==> src/rtl/cal_rtc_pkg.sv <==
package cal_rtc_pkg;
  localparam int SEC_W  = 6;
  localparam int MIN_W  = 6;
  localparam int HOUR_W = 5;
  localparam int DOM_W  = 5;
  localparam int MON_W  = 4;
  localparam int DOW_W  = 3;
  localparam int DOY_W  = 9;

  function automatic logic [DOM_W-1:0] month_days(input logic [MON_W-1:0] mon,
                                                  input logic leap);
    case (mon)
      4'd2:                   return leap ? 5'd29 : 5'd28;
      4'd4, 4'd6, 4'd9, 4'd11: return 5'd30;
      default:                return 5'd31;
    endcase
  endfunction
endpackage

==> src/rtl/cal_rtc_prescaler.sv <==
module cal_rtc_prescaler #(
  parameter int TICKS_PER_SEC = 32768,
  localparam int PRE_W = (TICKS_PER_SEC > 2) ? $clog2(TICKS_PER_SEC) : 1
) (
  input  logic clk_i,
  input  logic rst_ni,
  input  logic clr_i,
  input  logic tick_i,
  output logic sec_step_o
);
  localparam logic [PRE_W-1:0] LAST = PRE_W'(TICKS_PER_SEC - 1);

  logic [PRE_W-1:0] cnt_q;
  logic             at_last;

  assign at_last    = (cnt_q == LAST);
  assign sec_step_o = tick_i & at_last & ~clr_i;

  always_ff @(posedge clk_i or negedge rst_ni) begin
    if (!rst_ni)     cnt_q <= '0;
    else if (clr_i)  cnt_q <= '0;
    else if (tick_i) cnt_q <= at_last ? '0 : cnt_q + 1'b1;
  end
endmodule

==> src/rtl/cal_rtc_field.sv <==
module cal_rtc_field #(
  parameter int W       = 6,
  parameter int MIN_VAL = 0
) (
  input  logic         clk_i,
  input  logic         rst_ni,
  input  logic         load_i,
  input  logic [W-1:0] load_val_i,
  input  logic         step_i,
  input  logic [W-1:0] max_i,
  output logic [W-1:0] q_o,
  output logic         carry_o
);
  localparam logic [W-1:0] LOW = W'(MIN_VAL);

  logic wrap;
  // >= rather than == so an out-of-range preset still recovers
  assign wrap    = (q_o >= max_i);
  assign carry_o = step_i & wrap & ~load_i;

  always_ff @(posedge clk_i or negedge rst_ni) begin
    if (!rst_ni)     q_o <= LOW;
    else if (load_i) q_o <= load_val_i;
    else if (step_i) q_o <= wrap ? LOW : q_o + 1'b1;
  end
endmodule

==> src/rtl/cal_rtc_limits.sv <==
module cal_rtc_limits import cal_rtc_pkg::*; #(
  parameter int YEAR_W = 12
) (
  input  logic [MON_W-1:0]  mon_i,
  input  logic [YEAR_W-1:0] year_i,
  output logic [DOM_W-1:0]  mday_max_o,
  output logic [DOY_W-1:0]  yday_max_o
);
  logic leap;
  assign leap       = (year_i[1:0] == 2'b00);
  assign mday_max_o = month_days(mon_i, leap);
  assign yday_max_o = leap ? 9'd366 : 9'd365;
endmodule

==> src/rtl/cal_rtc.sv <==
module cal_rtc import cal_rtc_pkg::*; #(
  parameter int TICKS_PER_SEC = 32768,
  parameter int YEAR_W        = 12
) (
  input  logic              clk_i,
  input  logic              rst_ni,
  input  logic              tick_i,
  input  logic              wr_en_i,
  input  logic [SEC_W-1:0]  sec_set_i,
  input  logic [MIN_W-1:0]  min_set_i,
  input  logic [HOUR_W-1:0] hour_set_i,
  input  logic [DOM_W-1:0]  mday_set_i,
  input  logic [MON_W-1:0]  mon_set_i,
  input  logic [YEAR_W-1:0] year_set_i,
  input  logic [DOW_W-1:0]  wday_set_i,
  input  logic [DOY_W-1:0]  yday_set_i,
  output logic [SEC_W-1:0]  sec_o,
  output logic [MIN_W-1:0]  min_o,
  output logic [HOUR_W-1:0] hour_o,
  output logic [DOM_W-1:0]  mday_o,
  output logic [MON_W-1:0]  mon_o,
  output logic [YEAR_W-1:0] year_o,
  output logic [DOW_W-1:0]  wday_o,
  output logic [DOY_W-1:0]  yday_o,
  output logic              sec_pulse_o
);
  logic sec_step, sec_c, min_c, day_step, mday_c, mon_c, year_c, wday_c, yday_c;
  logic [DOM_W-1:0] mday_max;
  logic [DOY_W-1:0] yday_max;

  cal_rtc_prescaler #(.TICKS_PER_SEC(TICKS_PER_SEC)) u_pre (
    .clk_i, .rst_ni, .clr_i(wr_en_i), .tick_i, .sec_step_o(sec_step)
  );

  cal_rtc_limits #(.YEAR_W(YEAR_W)) u_lim (
    .mon_i(mon_o), .year_i(year_o), .mday_max_o(mday_max), .yday_max_o(yday_max)
  );

  cal_rtc_field #(.W(SEC_W), .MIN_VAL(0)) u_sec (
    .clk_i, .rst_ni, .load_i(wr_en_i), .load_val_i(sec_set_i), .step_i(sec_step),
    .max_i(6'd59), .q_o(sec_o), .carry_o(sec_c)
  );
  cal_rtc_field #(.W(MIN_W), .MIN_VAL(0)) u_min (
    .clk_i, .rst_ni, .load_i(wr_en_i), .load_val_i(min_set_i), .step_i(sec_c),
    .max_i(6'd59), .q_o(min_o), .carry_o(min_c)
  );
  cal_rtc_field #(.W(HOUR_W), .MIN_VAL(0)) u_hour (
    .clk_i, .rst_ni, .load_i(wr_en_i), .load_val_i(hour_set_i), .step_i(min_c),
    .max_i(5'd23), .q_o(hour_o), .carry_o(day_step)
  );
  cal_rtc_field #(.W(DOM_W), .MIN_VAL(1)) u_mday (
    .clk_i, .rst_ni, .load_i(wr_en_i), .load_val_i(mday_set_i), .step_i(day_step),
    .max_i(mday_max), .q_o(mday_o), .carry_o(mday_c)
  );
  cal_rtc_field #(.W(MON_W), .MIN_VAL(1)) u_mon (
    .clk_i, .rst_ni, .load_i(wr_en_i), .load_val_i(mon_set_i), .step_i(mday_c),
    .max_i(4'd12), .q_o(mon_o), .carry_o(mon_c)
  );
  cal_rtc_field #(.W(YEAR_W), .MIN_VAL(0)) u_year (
    .clk_i, .rst_ni, .load_i(wr_en_i), .load_val_i(year_set_i), .step_i(mon_c),
    .max_i({YEAR_W{1'b1}}), .q_o(year_o), .carry_o(year_c)
  );
  cal_rtc_field #(.W(DOW_W), .MIN_VAL(0)) u_wday (
    .clk_i, .rst_ni, .load_i(wr_en_i), .load_val_i(wday_set_i), .step_i(day_step),
    .max_i(3'd6), .q_o(wday_o), .carry_o(wday_c)
  );
  // year read before its own step: Dec 31 uses the ending year's length
  cal_rtc_field #(.W(DOY_W), .MIN_VAL(1)) u_yday (
    .clk_i, .rst_ni, .load_i(wr_en_i), .load_val_i(yday_set_i), .step_i(day_step),
    .max_i(yday_max), .q_o(yday_o), .carry_o(yday_c)
  );

  logic unused_c;
  assign unused_c = year_c ^ wday_c ^ yday_c;

  always_ff @(posedge clk_i or negedge rst_ni) begin
    if (!rst_ni) sec_pulse_o <= 1'b0;
    else         sec_pulse_o <= sec_step;
  end
endmodule

==> config.mk <==
export PLATFORM = sky130hd
export DESIGN_NAME = cal_rtc
export DESIGN_NICKNAME = d
export VERILOG_FILES = /design/src/rtl/cal_rtc_pkg.sv /design/src/rtl/cal_rtc_prescaler.sv /design/src/rtl/cal_rtc_field.sv /design/src/rtl/cal_rtc_limits.sv /design/src/rtl/cal_rtc.sv
export SDC_FILE = /design/constraint.sdc
export NUM_CORES = 1
export LEC_CHECK = 0
export ABC_AREA = 1
export ABC_CLOCK_PERIOD_IN_PS = 3320
export CAP_MARGIN = 5
export CORE_MARGIN = 5
export CORE_UTILIZATION = 48
export DETAILED_ROUTE_END_ITERATION = 8
export HOLD_SLACK_MARGIN = 0.1
export PLACE_DENSITY = 0.76
export SETUP_SLACK_MARGIN = 0.15
export SLEW_MARGIN = 40
export SYNTH_ARGS = -nofsm -noshare
export SYNTH_HDL_FRONTEND = slang
export SYNTH_SLANG_ARGS = --single-unit
export TNS_END_PERCENT = 100
==> constraint.sdc <==
create_clock -name clk_i -period 3.32 [get_ports clk_i]
set_clock_uncertainty 0.15 [all_clocks]
set_input_delay 0.996 -clock clk_i [delete_from_list [all_inputs] [get_ports clk_i]]
set_output_delay 0.996 -clock clk_i [all_outputs]
set_load 0.02 [all_outputs]
==> results.md <==
- Core Footprint: 9153 um^2
- I/O pin cnt: roughly 110
- First-pass iteration count of the detailed router: 5
- Die X: ~110 um
- Synthesis-to-finish area growth: 29.81%
- Post-CTS Hold Fix Bufs: 0
- Final Hold Viols: 0
- Synth area leader: dfrtp_1
- Finished Layout Cells: around 860
- Pwr/cell area: 426.9 nW/um^2
- Met1 Wirelength: roughly 5000 um
- Max Freq: 369.8 MHz
- Dpl cells: roughly 840
- Port bufs: about 100
- Netlist cell types: 40
- Worst skew pair latency: ~0.34 ns
- Number of max-cap violations: 0
- Required time of the worst setup path: approximately 2.2 ns
- CTS resizes: 0
- RSZ-0062 raised after global routing: no
- Crit. Startpoint: u_mday.q_o[0]
- Worst path bufs/invs: 1
- Hold Slack: between 0.3 and 0.4 ns
- Rel. slew slack: around 53%
- Hold Path Class: register to register
- Slew Viols, Final: 0
- Synth Cell Area: between 4000 and 5000 um^2
- CTS tree: done
- Yosys reg bits: 66
- Depth of the most critical reg-to-reg path: 13
- Leakage: around 2.8 nW
- Worst Tran Pin Value: between 0.7 and 0.8 ns
- Via count: 4495
- Final min period: roughly 2.7 ns
- Routed wire length: between 10000 and 15000 um
- DIE HEIGHT: around 110 um
- Setup_tns: 0 ns
- Antenna-violating nets left: 0
- Data arrival, critical path: 1.56 ns
- CP max-delay cell: clkdlybuf4s50_1
- Average routed wire per standard cell: 13.52 um
- DP Wirelength: 8735 um
- YS warnings: 0
- Mean Syn Cell Area: 6.979 um^2
- Largest delay contributor family on the critical path: buffers and inverters
- Worst R2R Start: u_mon.q_o[0]
- Gate Count Post-Synth: around 640
- Most common cell after layout, fill and taps aside: nand2_1
- DR WL met3: around 740 um
- Crit path largest cell delay: approximately 0.64 ns
- Num CTS Buffers: 9
- Worst-path fanout max: 5
- CTS Buffer Depth: 2
- Seq/Total Area, Yosys: a little under two fifths
- Global-route wire length before repair: 19480 um
- Most frequent cells in the layout: nand2_1 (229), clkdlybuf4s50_1 (102), nand3_1 (85)
- Status: finished, final reports clean
- Vias per cell: 5.245
- Area contributors post-synth: dfrtp_1 (35%), nand2_1 (19%), nand3_1 (9.6%), ha_1 (5.1%), inv_1 (4.3%)
- Initial core utilization: about 50%
- CTS Sinks: 66
- Synth Net Count: 709
- Top Layer Used: met4
- Final GP Congestion: around 0.94
- Period utilization: between 80% and 90%
- CTS H-tree lvls: 3
- Number of cells on the critical path: 1
- Gr ovfl total: 0
- WL met2: between 5000 and 6000 um
- Final setup vio count: 0
- Crit. End Element: output port
- DIE AREA: 11290 um^2
- Pin count of the biggest net entering global routing: 28
- DR iter-0 viols: 164
- FP Rows: 35
- Share of layout cells above drive strength 1: roughly 6.2%
- Initial antenna violation count: 0
- Clock Root Buffer: clkbuf_8
- Remaining DRCs: 0
- Post-CTS Setup Inserts: 0
- Nets: about 810
- CP Launch Type: register
- Antenna Cells: 0
- Fill cells: between 800 and 900
- Hold_sp: u_mon.q_o[0]
- Depth of the worst hold-timing path: 2
- Crit path cell chain: clkdlybuf4s50_1
- Top-area cell type share of the netlist area: a little over a third
- All-Layer GR Usage: about a fifth
- Worst setup path category: register to output port
- Peak supply drop: approximately 0.23 mV
- Worst-path clk slew: about 0.070 ns
- Vias in the first global route: about 4300
metrics by stage:
stage	setup slack, ns	area, um^2	utilization, %	power [W]
after floorplan	0.8559	4446	-	0.001456
after global routing	0.3296	5771	63.05	0.002623
after CTS	0.6088	5771	63.05	0.002486
after global placement	0.4305	5585	61.03	0.001796
after detailed placement	0.3656	5585	61.03	0.001816
final	0.6160	5771	63.05	0.002463
path summary, 6_finish.rpt:
path | end | slack, ns
worst min register to register | u_mon.q_o[0] | 0.36
worst min-delay path | u_mon.q_o[0] | 0.36
max in group asynchronous | u_pre.cnt_q[2] | 1.73
min in group asynchronous | u_year.q_o[11] | 0.50
worst max-delay path | mday_o[0] | 0.62
worst max register to register | u_mday.q_o[4] | 0.62
layer usage:
metal	GRT usage, %	vias up
li1	-	2265
met1	26.16	2090
met2	34.84	119
met3	4.857	21
met4	7.586	0
met5	0	-
worst reg2reg max path, stage by stage (launching register included):
cell and delay, ns:
dfstp_2 0.58, inv_1 0.09, ha_1 0.20, o21ai_0 0.15, nand2_1 0.07, a22oi_1 0.15
ha_1 0.25, inv_1 0.05, a21boi_0 0.07, o21bai_1 0.22, nand2_1 0.24, o21ai_0 0.23
nand2_1 0.07, o21ai_0 0.10
cell usage after synthesis:
cell,count
nor4_1,1
o21ai_1,1
ha_1,18
a22o_1,1
nand2_1,229
a21o_1,2
nand3b_1,2
clkbuf_1,8
xnor2_1,7
nor3b_1,5
nor2_1,51
buf_6,2
buf_4,1
nor3_2,1
o22ai_1,2
buf_1,2
nor2_2,4
xor2_1,13
nand3_4,1
o21a_1,1
nand2_2,2
dfstp_2,3
o21bai_1,3
nand4_1,7
nor3_1,10
buf_2,6
nor2_4,1
a31oi_1,2
dfrtp_1,63
nor2_8,1
a21oi_1,6
a22oi_1,1
o21ai_0,34
a21boi_0,1
o21bai_4,1
nand2_4,2
inv_1,51
nand3_1,85
or2_2,5
inv_2,1
registers in the layout (all words and copies together), names as in the netlist:
name,count
u_pre.cnt_q,15
u_year.q_o,12
u_yday.q_o,9
u_min.q_o,6
u_sec.q_o,6
u_hour.q_o,5
u_mday.q_o,5
u_mon.q_o,4
u_wday.q_o,3
sec_pulse_o,1
report_power, final:
group	internal [W]	total [W]	switching (W)	leakage, nW
sequential	0.000896	0.00102	0.000128	0.836
clock	0.000362	0.000663	0.000302	0.0962
combinational	0.000363	0.000776	0.000412	1.89
logic make-up (layout without fill, tap and decap cells):
group | Yosys count | after routing | share of synthesized area, %
adders and majority gates | 18 | 18 | 5.066
DFF | 66 | 66 | 37.24
xor gates and xnor gates | 20 | 20 | 3.940
AOI/OAI and AO/OA | 55 | 55 | 7.149
buffers and inverters | 71 | 180 | 6.586
and+or+nand+nor | 407 | 407 | 40.02
area by class of cell:
class	count	area, um^2	area share (%)
clock buffers	12	145.1	2.515
clock inverters	3	40.04	0.6938
inverters	52	195.2	3.382
multi-input cells	500	2497	43.28
flip-flops and latches	66	1655	28.69
well taps	111	138.9	2.407
repair buffers	113	1099	19.04
(Power assumes the default switching activity.)
